### config.mk
export PLATFORM = sky130hd
export DESIGN_NAME = ddr3_init_seq
export DESIGN_NICKNAME = d
export VERILOG_FILES = /design/src/rtl/ddr3_init_pkg.sv /design/src/rtl/ddr3_init_ctrl.sv /design/src/rtl/ddr3_init_dp.sv /design/src/rtl/ddr3_init_seq.sv
export SDC_FILE = /design/constraint.sdc
export NUM_CORES = 1
export LEC_CHECK = 0
export ABC_AREA = 1
export ABC_CLOCK_PERIOD_IN_PS = 4300
export CORE_MARGIN = 2
export CORE_UTILIZATION = 48
export CTS_BUF_LIST = sky130_fd_sc_hd__clkbuf_4
export CTS_CLUSTER_DIAMETER = 60
export DETAILED_ROUTE_END_ITERATION = 12
export GPL_ROUTABILITY_DRIVEN = 0
export GPL_TIMING_DRIVEN = 0
export HOLD_SLACK_MARGIN = 0.03
export PLACE_DENSITY = 0.87
export SLEW_MARGIN = 10
export SYNTH_ARGS = -nofsm -noshare
export SYNTH_HDL_FRONTEND = slang
export SYNTH_SLANG_ARGS = --single-unit
export TNS_END_PERCENT = 30
### constraint.sdc
create_clock -name clk -period 4.3 [get_ports clk]
set_input_delay 0.43 -clock clk [delete_from_list [all_inputs] [get_ports clk]]
set_output_delay 0.43 -clock clk [all_outputs]
set_load 0.05 [all_outputs]
### src/rtl/ddr3_init_pkg.sv
package ddr3_init_pkg;

  localparam int DLL_BIT = 8;
  localparam int ZQ_BIT  = 10;

  typedef enum logic [1:0] {
    WAIT_LONG = 2'd0,
    WAIT_DLL  = 2'd1,
    WAIT_POST = 2'd2
  } waitSel_e;

  typedef enum logic [3:0] {
    ST_IDLE, ST_PRE, ST_CKEW, ST_MRCMD, ST_MRGAP,
    ST_DLLW, ST_POSTW, ST_ZQCMD, ST_ZQW, ST_DONE
  } seqState_e;

  typedef struct packed {
    logic       pwrOn;
    logic       ckeOn;
    logic       issueMr;
    logic       issueZq;
    logic       clrDll;
    logic [1:0] mrSel;
    logic       loadCnt;
    waitSel_e   waitSel;
    logic       seqDone;
  } seqStrobe_t;

endpackage

### src/rtl/ddr3_init_ctrl.sv
module ddr3_init_ctrl
  import ddr3_init_pkg::*;
(
  input  logic       clk,
  input  logic       rstN,
  input  logic       startPulse,
  input  logic       dllBit,
  input  logic       cntZero,
  output seqStrobe_t strobe
);

  localparam logic [2:0] LAST_MR = 3'd3;
  localparam logic [2:0] REDO_MR = 3'd4;

  seqState_e state, stateNxt;
  logic [2:0] step, stepNxt;

  // write order 2, 3, 1, 0; the repeat step is MR0 again
  function automatic logic [1:0] mrOfStep(input logic [2:0] s);
    case (s)
      3'd0:    return 2'd2;
      3'd1:    return 2'd3;
      3'd2:    return 2'd1;
      default: return 2'd0;
    endcase
  endfunction

  always_ff @(posedge clk or negedge rstN) begin
    if (!rstN) begin
      state <= ST_IDLE;
      step  <= '0;
    end else begin
      state <= stateNxt;
      step  <= stepNxt;
    end
  end

  always_comb begin
    stateNxt = state;
    stepNxt  = step;
    strobe   = '0;
    if (state != ST_IDLE && state != ST_PRE) strobe.ckeOn = 1'b1;
    if (state != ST_IDLE) strobe.pwrOn = 1'b1;
    case (state)
      ST_IDLE: if (startPulse) stateNxt = ST_PRE;
      ST_PRE: begin
        strobe.loadCnt = 1'b1;
        strobe.waitSel = WAIT_LONG;
        stateNxt       = ST_CKEW;
      end
      ST_CKEW: if (cntZero) begin
        stepNxt  = '0;
        stateNxt = ST_MRCMD;
      end
      ST_MRCMD: begin
        strobe.issueMr = 1'b1;
        strobe.mrSel   = mrOfStep(step);
        strobe.clrDll  = (step == REDO_MR);
        stateNxt       = ST_MRGAP;
      end
      ST_MRGAP: begin
        if (step < LAST_MR) begin
          stepNxt  = step + 3'd1;
          stateNxt = ST_MRCMD;
        end else if (step == LAST_MR && dllBit) begin
          strobe.loadCnt = 1'b1;
          strobe.waitSel = WAIT_DLL;
          stateNxt       = ST_DLLW;
        end else begin
          strobe.loadCnt = 1'b1;
          strobe.waitSel = WAIT_POST;
          stateNxt       = ST_POSTW;
        end
      end
      ST_DLLW: if (cntZero) begin
        stepNxt  = REDO_MR;
        stateNxt = ST_MRCMD;
      end
      ST_POSTW: if (cntZero) stateNxt = ST_ZQCMD;
      ST_ZQCMD: begin
        strobe.issueZq = 1'b1;
        strobe.loadCnt = 1'b1;
        strobe.waitSel = WAIT_POST;
        stateNxt       = ST_ZQW;
      end
      ST_ZQW:  if (cntZero) stateNxt = ST_DONE;
      ST_DONE: strobe.seqDone = 1'b1;
      default: stateNxt = ST_IDLE;
    endcase
  end

endmodule

### src/rtl/ddr3_init_dp.sv
module ddr3_init_dp
  import ddr3_init_pkg::*;
#(
  parameter int LONG_CYC  = 250000,
  parameter int SHORT_CYC = 512,
  parameter int ADDR_W    = 16,
  parameter int BANK_W    = 3,
  parameter int CNT_W     = 18
) (
  input  logic              clk,
  input  logic              rstN,
  input  seqStrobe_t        strobe,
  input  logic [ADDR_W-1:0] modeRegs [4],
  output logic              cntZero,
  output logic              cke,
  output logic              odt,
  output logic              rstCtl,
  output logic              cmdCs,
  output logic              cmdRas,
  output logic              cmdCas,
  output logic              cmdWe,
  output logic [ADDR_W-1:0] addr,
  output logic [BANK_W-1:0] bank,
  output logic              done
);

  localparam logic [CNT_W-1:0] LOAD_LONG  = CNT_W'(LONG_CYC - 1);
  localparam logic [CNT_W-1:0] LOAD_DLL   = CNT_W'(SHORT_CYC - 1);
  localparam logic [CNT_W-1:0] LOAD_POST  = CNT_W'(6 * SHORT_CYC - 1);
  localparam logic [ADDR_W-1:0] ZQ_ADDR   = ADDR_W'(1) << ZQ_BIT;

  logic [CNT_W-1:0] waitCnt;
  logic [CNT_W-1:0] loadVal;
  logic [ADDR_W-1:0] mrVal;

  always_comb begin
    case (strobe.waitSel)
      WAIT_LONG: loadVal = LOAD_LONG;
      WAIT_DLL:  loadVal = LOAD_DLL;
      default:   loadVal = LOAD_POST;
    endcase
  end

  always_ff @(posedge clk or negedge rstN) begin
    if (!rstN)                 waitCnt <= '0;
    else if (strobe.loadCnt)   waitCnt <= loadVal;
    else if (waitCnt != '0)    waitCnt <= waitCnt - 1'b1;
  end

  assign cntZero = (waitCnt == '0);

  always_comb begin
    mrVal = modeRegs[strobe.mrSel];
    if (strobe.clrDll) mrVal[DLL_BIT] = 1'b0;
  end

  always_comb begin
    addr = '0;
    bank = '0;
    if (strobe.issueMr) begin
      addr = mrVal;
      bank = BANK_W'(strobe.mrSel);
    end else if (strobe.issueZq) begin
      addr = ZQ_ADDR;
    end
  end

  assign cmdCs  = strobe.issueMr | strobe.issueZq;
  assign cmdRas = strobe.issueMr;
  assign cmdCas = strobe.issueMr;
  assign cmdWe  = strobe.issueMr | strobe.issueZq;
  assign cke    = strobe.ckeOn;
  assign odt    = strobe.pwrOn;
  assign rstCtl = strobe.pwrOn;
  assign done   = strobe.seqDone;

endmodule

### src/rtl/ddr3_init_seq.sv
module ddr3_init_seq
  import ddr3_init_pkg::*;
#(
  parameter int LONG_CYC  = 250000,
  parameter int SHORT_CYC = 512,
  parameter int ADDR_W    = 16,
  parameter int BANK_W    = 3
) (
  input  logic              clk,
  input  logic              rstN,
  input  logic              startPulse,
  input  logic [ADDR_W-1:0] modeReg0,
  input  logic [ADDR_W-1:0] modeReg1,
  input  logic [ADDR_W-1:0] modeReg2,
  input  logic [ADDR_W-1:0] modeReg3,
  output logic              cke,
  output logic              odt,
  output logic              rstCtl,
  output logic              cmdCs,
  output logic              cmdRas,
  output logic              cmdCas,
  output logic              cmdWe,
  output logic [ADDR_W-1:0] addr,
  output logic [BANK_W-1:0] bank,
  output logic              done
);

  localparam int MAX_WAIT = (LONG_CYC > 6 * SHORT_CYC) ? LONG_CYC : 6 * SHORT_CYC;
  localparam int CNT_W    = $clog2(MAX_WAIT + 1);

  seqStrobe_t strobe;
  logic cntZero;
  logic [ADDR_W-1:0] modeRegs [4];

  assign modeRegs[0] = modeReg0;
  assign modeRegs[1] = modeReg1;
  assign modeRegs[2] = modeReg2;
  assign modeRegs[3] = modeReg3;

  ddr3_init_ctrl ctrl_i (
    .clk(clk), .rstN(rstN), .startPulse(startPulse),
    .dllBit(modeReg0[DLL_BIT]), .cntZero(cntZero), .strobe(strobe)
  );

  ddr3_init_dp #(
    .LONG_CYC(LONG_CYC), .SHORT_CYC(SHORT_CYC),
    .ADDR_W(ADDR_W), .BANK_W(BANK_W), .CNT_W(CNT_W)
  ) dp_i (
    .clk(clk), .rstN(rstN), .strobe(strobe), .modeRegs(modeRegs),
    .cntZero(cntZero), .cke(cke), .odt(odt), .rstCtl(rstCtl),
    .cmdCs(cmdCs), .cmdRas(cmdRas), .cmdCas(cmdCas), .cmdWe(cmdWe),
    .addr(addr), .bank(bank), .done(done)
  );

endmodule

==> results of run 1 <==
cell type report:
class | count | area share (%)
Buffer | 15 | 3.29
Timing Repair Buffer | 92 | 26.5
Clock inverter | 1 | 0.145
Inverter | 51 | 5.53
Sequential cell | 25 | 18.1
Multi-Input combinational cell | 307 | 43.4
Tap cell | 67 | 2.42
Clock buffer | 3 | 0.651
registers in the layout, indices dropped and copies added (netlist names):
signal	flops
dp_i.waitCnt	18
ctrl_i.step	3
ctrl_i.state	4
per-stage QoR:
| stage | area (sq um) | cells | util (%) | hold WS, ns | setup slack, ns |
|---|---|---|---|---|---|
| after floorplan | 2430 | 398 | - | 0.134 | 1.64 |
| after global placement | 3440 | 557 | 71.4 | 0.466 | 1.37 |
| after detailed placement | 3440 | 557 | 71.4 | 0.475 | 1.32 |
| after CTS | 3470 | 561 | 72.0 | 0.507 | 0.933 |
| after global routing | 3460 | 561 | 71.9 | 0.0853 | 0.751 |
| final | 3460 | 561 | 71.9 | 0.0585 | 0.925 |
metal layers:
layer	wire [um]	part of all wire, %	track usage [%]
met1	3200	42	34.0
met2	3590	48	48.1
met3	600	8.0	2.81
met4	145	1.9	7.99
met5	0	0	0
power by group:
| part | internal [mW] | leakage, nW | switching [mW] |
|---|---|---|---|
| sequential | 0.326 | 0.306 | 0.0853 |
| combinational | 0.487 | 1.45 | 0.895 |
| clock | 0.0350 | 0.0177 | 0.0731 |
| total | 0.848 | 1.78 | 1.05 |
cells by family (layout without fill, tap and decap cells):
group                      count (synthesis)  in the layout
AOI/OAI and AO/OA                         54             54
xor gates and xnor gates                   4              4
adders and majority gates                  6              6
buffers and inverters                     66            162
DFF                                       25             25
other                                      1              1
and+or+nand+nor                          242            242
path summary, 6_finish.rpt:
kind,slack (ns),from,to,cells after the start
worst max-delay path,0.92,ctrl_i.step[1]$_DFFE_PN0P_,addr[3],9
worst min-delay path,0.06,rstN,dp_i.waitCnt[4]$_DFFE_PN0P_,1
worst max register to register,2.40,dp_i.waitCnt[0]$_DFFE_PN0P_,ctrl_i.state[0]$_DFFE_PN0P_,10
worst min register to register,0.50,dp_i.waitCnt[0]$_DFFE_PN0P_,dp_i.waitCnt[0]$_DFFE_PN0P_,2
max in group asynchronous,3.88,rstN,ctrl_i.state[3]$_DFFE_PN0P_,1
min in group clk,0.50,dp_i.waitCnt[0]$_DFFE_PN0P_,dp_i.waitCnt[0]$_DFFE_PN0P_,2
cells in the mapped netlist, drive strengths merged:
cell | count | area [sq um]
or2 | 3 | 18.8
buf | 14 | 110
o21ai | 5 | 25.0
clkbuf | 1 | 3.75
nand2 | 159 | 622
nor3 | 1 | 10.0
o21bai | 2 | 15.0
nor2 | 40 | 174
nand3b | 3 | 22.5
a21oi | 28 | 140
nand4 | 8 | 50.1
conb | 1 | 3.75
dfrtp | 25 | 626
and2 | 1 | 6.26
o22ai | 1 | 6.26
ha | 6 | 75.1
o211ai | 15 | 113
xor2 | 3 | 26.3
o21a | 3 | 22.5
xnor2 | 1 | 8.76
nand3 | 27 | 165
inv | 51 | 191
==> impl_metrics.xml, run 1 <==
<?xml version="1.0" encoding="UTF-8"?>
<metrics>
  <group name="grt">
    <metric name="grt_pass1_vias" unit="">2630</metric>
    <metric name="largest_net_degree_at_the_start_of_global_routing" unit="">26</metric>
    <metric name="grt_pass1_wl" unit="um">11800</metric>
    <metric name="grt_remaining_overflow" unit="">0</metric>
    <metric name="grt_antenna_before_repair" unit="">0</metric>
    <metric name="grt_usage" unit="%">26.8</metric>
  </group>
  <group name="clock_tree">
    <metric name="root_buffer_cell" unit="">clkbuf_4</metric>
    <metric name="tritoncts_num_sinks" unit="">25</metric>
    <metric name="bufs_on_longest_clock_path" unit="">2</metric>
    <metric name="ctsHoldBuffers" unit="">0</metric>
    <metric name="clock_pin_slew_on_the_worst_setup_and_hold_paths" unit="ns">0.14</metric>
    <metric name="tritoncts_clock_tree" unit="">yes</metric>
    <metric name="cts_setup_buffers" unit="">0</metric>
    <metric name="cts_inserted_buffers" unit="">3</metric>
    <metric name="cts_resized" unit="">0</metric>
    <metric name="htreeDepth" unit="">1</metric>
    <metric name="insertion_delay" unit="ns">0.33</metric>
  </group>
  <group name="critical_path">
    <metric name="crit_buf_inv" unit="">4</metric>
    <metric name="timing.setup.critical_path_class" unit="">reg -&gt; out</metric>
    <metric name="worst_path_max_delay_cell" unit="">clkdlybuf4s50_1</metric>
    <metric name="crit_fanout" unit="">10</metric>
    <metric name="timing.critical_path.to_type" unit="">output port</metric>
    <metric name="critical-path-top-delay-family" unit="">buffers and inverters</metric>
    <metric name="critPathLaunchType" unit="">flop</metric>
    <metric name="timing.critical_path.slowest_cell_delay" unit="ns">0.84</metric>
    <metric name="worstPathRequired" unit="ns">3.87</metric>
    <metric name="crit_chain" unit="">inv_1 -&gt; ha_1 -&gt; o21a_1 -&gt; nand2_4 -&gt; buf_6 -&gt; buf_2 -&gt; o211ai_1 -&gt; a21oi_1 -&gt; clkdlybuf4s50_1</metric>
    <metric name="cp_data_arrival_time" unit="ns">2.95</metric>
  </group>
  <group name="status">
    <metric name="run_status" unit="">finished, final reports clean</metric>
  </group>
  <group name="yosys">
    <metric name="synth-seq-area-share" unit="%">25.7</metric>
    <metric name="synth_cell_types" unit="">32</metric>
    <metric name="synth.yosys.warnings" unit="">0</metric>
    <metric name="synth.ff_latch_count" unit="">25</metric>
    <metric name="synth-compound-area-share" unit="%">13.2</metric>
    <metric name="synth.cell_area" unit="sq um">2430</metric>
    <metric name="post_synth_xor_xnor_area" unit="%">1.44</metric>
    <metric name="share_of_synthesized_area_spent_on_multiplexers" unit="%">0</metric>
    <metric name="synthCells" unit="">398</metric>
    <metric name="synth_simple_gate_area_share" unit="%">43.9</metric>
    <metric name="syn-num-nets" unit="">471</metric>
    <metric name="synth_top_family_by_area" unit="">simple AND/OR/NAND/NOR gates</metric>
    <metric name="synth_adder_area_share" unit="%">3.08</metric>
    <metric name="synthesis.area_per_instance" unit="sq um">6.12</metric>
  </group>
  <group name="final_layout">
    <metric name="layout_commonest_cell" unit="">nand2_1</metric>
    <metric name="most-common-layout-cells" unit="">nand2_1 (153), clkdlybuf4s50_1 (91), inv_1 (48)</metric>
    <metric name="finalNetCount" unit="">568</metric>
    <metric name="final_layout_size_suffix_gt1_share" unit="%">7.69</metric>
    <metric name="sequential_cell_area" unit="sq um">626</metric>
    <metric name="multi_input_comb_area" unit="sq um">1500</metric>
    <metric name="flow.area_growth_from_synthesis" unit="%">42.2</metric>
    <metric name="layout.filler_cells" unit="">428</metric>
    <metric name="antenna_cells" unit="">0</metric>
  </group>
  <group name="drt">
    <metric name="detail-route-antenna-nets" unit="">0</metric>
    <metric name="drc" unit="">0</metric>
    <metric name="vias" unit="">2879</metric>
    <metric name="iteration_0_drc_markers" unit="">106</metric>
    <metric name="viasPerCell" unit="">5.13</metric>
    <metric name="wl_per_cell" unit="um">13.4</metric>
    <metric name="drtPass1Iterations" unit="">4</metric>
    <metric name="wl" unit="um">7530</metric>
  </group>
  <group name="worst_hold_path">
    <metric name="hp-class" unit="">in -&gt; async</metric>
  </group>
  <group name="sta">
    <metric name="fmaxAchievable" unit="MHz">296</metric>
    <metric name="fin_crit_sh" unit="%">78.5</metric>
    <metric name="number_of_max_slew_violations_in_the_final_report" unit="">0</metric>
    <metric name="fin_tns_setup" unit="ns">0</metric>
    <metric name="worst_max_slew_pin_slew" unit="ns">0.545</metric>
    <metric name="timing.final.hold_violations" unit="">0</metric>
    <metric name="grt_setup_unrepaired" unit="">false</metric>
    <metric name="max_slew_margin" unit="%">63.7</metric>
    <metric name="layout_min_cycle_time" unit="ns">3.38</metric>
    <metric name="finalSetupViolCount" unit="">0</metric>
    <metric name="worst_clock_skew" unit="ns">0.00632</metric>
  </group>
  <group name="pwr">
    <metric name="powerDensity" unit="nW/um^2">549</metric>
    <metric name="post-layout-total-power" unit="mW">1.90</metric>
    <metric name="static-leakage-power" unit="nW">1.78</metric>
    <metric name="irDropWorstVdd" unit="uV">377</metric>
  </group>
  <group name="floorplanning">
    <metric name="core_area" unit="sq um">4820</metric>
    <metric name="die_h" unit="um">75.2</metric>
    <metric name="fp-row-count" unit="">25</metric>
    <metric name="floorplan.die.width" unit="um">75.2</metric>
    <metric name="ioPinCount" unit="">94</metric>
    <metric name="start_util" unit="%">50.5</metric>
    <metric name="die-area" unit="sq um">5660</metric>
  </group>
  <group name="placement">
    <metric name="dp_hpwl" unit="um">6030</metric>
    <metric name="port-buffer-count" unit="">92</metric>
  </group>
  <group name="job">
    <metric name="max_cap_violations" unit="">0</metric>
  </group>
</metrics>
No activity file was read; power rests on OpenSTA's default activity.
==> inputs of run 2 (changes only) <==
--- a/config.mk
+++ b/config.mk
@@ -6,16 +6,16 @@
 export NUM_CORES = 1
 export LEC_CHECK = 0
 export ABC_AREA = 1
-export ABC_CLOCK_PERIOD_IN_PS = 4300
+export ABC_CLOCK_PERIOD_IN_PS = 2700
 export CORE_MARGIN = 2
-export CORE_UTILIZATION = 48
+export CORE_UTILIZATION = 41
 export CTS_BUF_LIST = sky130_fd_sc_hd__clkbuf_4
 export CTS_CLUSTER_DIAMETER = 60
 export DETAILED_ROUTE_END_ITERATION = 12
 export GPL_ROUTABILITY_DRIVEN = 0
 export GPL_TIMING_DRIVEN = 0
 export HOLD_SLACK_MARGIN = 0.03
-export PLACE_DENSITY = 0.87
+export PLACE_DENSITY = 0.79
 export SLEW_MARGIN = 10
 export SYNTH_ARGS = -nofsm -noshare
 export SYNTH_HDL_FRONTEND = slang
==> constraint.sdc (replaced) <==
create_clock -name clk -period 2.7 [get_ports clk]
set_input_delay 0.27 -clock clk [delete_from_list [all_inputs] [get_ports clk]]
set_output_delay 0.27 -clock clk [all_outputs]
set_load 0.05 [all_outputs]
==> run 2 against run 1 <==
  * Global-route usage decreased by 6.6 points
  * Hold slack improved by 0.40 ns
  * Via count decreased by 3.6%
  * Sequential power increased by 60%
  * Power increased by 55%
  * Flip-flop and latch count unchanged
  * Clock power increased by 62%
  * Design area decreased by 1.3%
==> impl_metrics.xml, run 2 (synthesized netlist as in run 1, its figures left out) <==
<?xml version="1.0" encoding="UTF-8"?>
<metrics>
  <group name="status">
    <metric name="run_status" unit="">finished, final reports clean</metric>
  </group>
  <group name="critical_path">
    <metric name="critical-path-top-delay-family" unit="">buffers and inverters</metric>
    <metric name="timing.critical_path.to_type" unit="">output port</metric>
    <metric name="crit_chain" unit="">inv_1 -&gt; ha_1 -&gt; o21a_1 -&gt; nand2_4 -&gt; inv_2 -&gt; buf_4 -&gt; nand2_1 -&gt; nand2_1 -&gt; nand2_1 -&gt; a21oi_1 -&gt; buf_2</metric>
    <metric name="timing.critical_path.slowest_cell_delay" unit="ns">0.46</metric>
    <metric name="crit_fanout" unit="">10</metric>
    <metric name="crit_buf_inv" unit="">4</metric>
    <metric name="critPathLaunchType" unit="">flop</metric>
    <metric name="cp_data_arrival_time" unit="ns">2.24</metric>
    <metric name="timing.setup.critical_path_class" unit="">reg -&gt; out</metric>
    <metric name="cp_common_cell" unit="">nand2_1</metric>
    <metric name="ff2ff_setup_slack" unit="ns">0.81</metric>
    <metric name="worstPathRequired" unit="ns">2.43</metric>
    <metric name="worst_path_max_delay_cell" unit="">dfrtp_2</metric>
  </group>
  <group name="pwr">
    <metric name="powerDensity" unit="nW/um^2">862</metric>
    <metric name="irDropWorstVdd" unit="uV">710</metric>
    <metric name="static-leakage-power" unit="nW">1.82</metric>
  </group>
  <group name="final_layout">
    <metric name="sequential_cell_area" unit="sq um">627</metric>
    <metric name="most-common-layout-cells" unit="">nand2_1 (153), clkdlybuf4s50_1 (73), inv_1 (48)</metric>
    <metric name="multi_input_comb_area" unit="sq um">1500</metric>
    <metric name="flow.area_growth_from_synthesis" unit="%">40.3</metric>
    <metric name="layout.filler_cells" unit="">576</metric>
    <metric name="largest-register" unit="">dp_i.waitCnt</metric>
    <metric name="finalCoreUtilization" unit="%">58.7</metric>
    <metric name="final_layout_size_suffix_gt1_share" unit="%">11.1</metric>
    <metric name="reg.largest.list" unit="">dp_i.waitCnt: 18 flops, ctrl_i.state: 4 flops, ctrl_i.step: 3 flops</metric>
    <metric name="largest_register_ffs" unit="">18</metric>
    <metric name="layout_commonest_cell" unit="">nand2_1</metric>
    <metric name="antenna_cells" unit="">0</metric>
    <metric name="finalNetCount" unit="">569</metric>
    <metric name="postLayoutCellArea" unit="sq um">3420</metric>
  </group>
  <group name="worst_hold_path">
    <metric name="hp-class" unit="">in -&gt; async</metric>
  </group>
  <group name="floorplanning">
    <metric name="start_util" unit="%">41.9</metric>
    <metric name="floorplan.die.width" unit="um">81.1</metric>
    <metric name="die-area" unit="sq um">6570</metric>
    <metric name="fp-row-count" unit="">28</metric>
    <metric name="die_h" unit="um">81.1</metric>
    <metric name="ioPinCount" unit="">94</metric>
    <metric name="core_area" unit="sq um">5820</metric>
  </group>
  <group name="sta">
    <metric name="fmaxAchievable" unit="MHz">398</metric>
    <metric name="worst_max_slew_pin_slew" unit="ns">0.557</metric>
    <metric name="finalSetupViolCount" unit="">0</metric>
    <metric name="fin_crit_sh" unit="%">93.1</metric>
    <metric name="worst_clock_skew" unit="ns">0.0123</metric>
    <metric name="number_of_max_slew_violations_in_the_final_report" unit="">0</metric>
    <metric name="grt_setup_unrepaired" unit="">false</metric>
    <metric name="max_slew_margin" unit="%">62.8</metric>
    <metric name="layout_min_cycle_time" unit="ns">2.51</metric>
    <metric name="timing.final.hold_violations" unit="">0</metric>
  </group>
  <group name="job">
    <metric name="max_cap_violations" unit="">0</metric>
  </group>
  <group name="drt">
    <metric name="iteration_0_drc_markers" unit="">66</metric>
    <metric name="detail-route-antenna-nets" unit="">0</metric>
    <metric name="drc" unit="">0</metric>
    <metric name="wl_per_cell" unit="um">12.2</metric>
    <metric name="viasPerCell" unit="">4.87</metric>
    <metric name="vias" unit="">2775</metric>
    <metric name="drtPass1Iterations" unit="">4</metric>
    <metric name="wl" unit="um">6930</metric>
  </group>
  <group name="placement">
    <metric name="dpl_cell_area" unit="sq um">3450</metric>
    <metric name="port-buffer-count" unit="">92</metric>
    <metric name="dp_hpwl" unit="um">5640</metric>
  </group>
  <group name="clock_tree">
    <metric name="cts_inserted_buffers" unit="">3</metric>
    <metric name="cts_setup_buffers" unit="">0</metric>
    <metric name="htreeDepth" unit="">1</metric>
    <metric name="clock_pin_slew_on_the_worst_setup_and_hold_paths" unit="ns">0.14</metric>
    <metric name="insertion_delay" unit="ns">0.31</metric>
    <metric name="tritoncts_clock_tree" unit="">yes</metric>
    <metric name="bufs_on_longest_clock_path" unit="">2</metric>
    <metric name="tritoncts_num_sinks" unit="">25</metric>
    <metric name="root_buffer_cell" unit="">clkbuf_4</metric>
  </group>
  <group name="grt">
    <metric name="grt_antenna_before_repair" unit="">0</metric>
    <metric name="largest_net_degree_at_the_start_of_global_routing" unit="">26</metric>
    <metric name="grt_remaining_overflow" unit="">0</metric>
    <metric name="grt_pass1_vias" unit="">2444</metric>
    <metric name="grt_usage" unit="%">20.2</metric>
    <metric name="grt_pass1_wl" unit="um">10800</metric>
  </group>
</metrics>
## run 2: per-layer routing
metal	routed length (um)	global-route usage (%)
met1	3110	26.3
met4	25	2.20
met2	3220	36.4
met5	0	0
met3	579	3.00
## run 2: layout make-up
class	count	share of cell area (%)
sequential	25	18.4
clock buffer	4	0.879
inverter	51	5.60
multi-input combinational	307	44.0
timing repair buffer	93	25.0
buffer	15	3.41
tap	75	2.75
## run 2: power by group
part	leakage, nW	internal (mW)	switching (mW)
logic	1.50	0.721	1.39
registers	0.304	0.521	0.137
clock network	0.0184	0.0676	0.107
## run 2: repair_timing
action                                  in CTS  in global routing
endpoints found under the setup margin      18                 16
endpoints found under the hold margin        0                 25
hold buffers                                 0                  1
resized for setup                           50                 36
## run 2: final timing paths
kind	start	to	cells past startpoint
min in group clk	dp_i.waitCnt[0]$_DFFE_PN0P_	dp_i.waitCnt[0]$_DFFE_PN0P_	2
setup / recovery	ctrl_i.step[1]$_DFFE_PN0P_	addr[9]	11
hold reg to reg	dp_i.waitCnt[0]$_DFFE_PN0P_	dp_i.waitCnt[0]$_DFFE_PN0P_	2
setup reg to reg	dp_i.waitCnt[0]$_DFFE_PN0P_	ctrl_i.state[0]$_DFFE_PN0P_	10
hold / removal	rstN	dp_i.waitCnt[16]$_DFFE_PN0P_	2
max in group asynchronous	rstN	ctrl_i.step[1]$_DFFE_PN0P_	2
## run 2: per-stage QoR
step / worst slack (ns) / power (mW) / cells / setup TNS [ns] / hold WS [ns]
2_1_floorplan: 0.196 / 2.22 / 398 / 0 / -0.0256
3_3_place_gp: -0.0575 / 2.80 / 565 / -0.256 / 0.466
3_5_place_dp: -0.0863 / 2.83 / 565 / -0.597 / 0.466
4_1_cts: 0.00218 / 2.99 / 569 / 0 / 0.499
5_1_grt: 0.0163 / 3.23 / 570 / 0 / 0.513
6_report: 0.186 / 2.94 / 570 / 0 / 0.456
## run 2: worst reg2reg max path: stages (launching register included)
cell	delay [ns]
dfrtp_1	0.40
inv_1	0.09
ha_1	0.19
nand3_1	0.13
nor2_2	0.24
nand3_1	0.16
buf_2	0.22
nand2_2	0.13
nand3_2	0.10
nand2_1	0.08
nand2_1	0.05
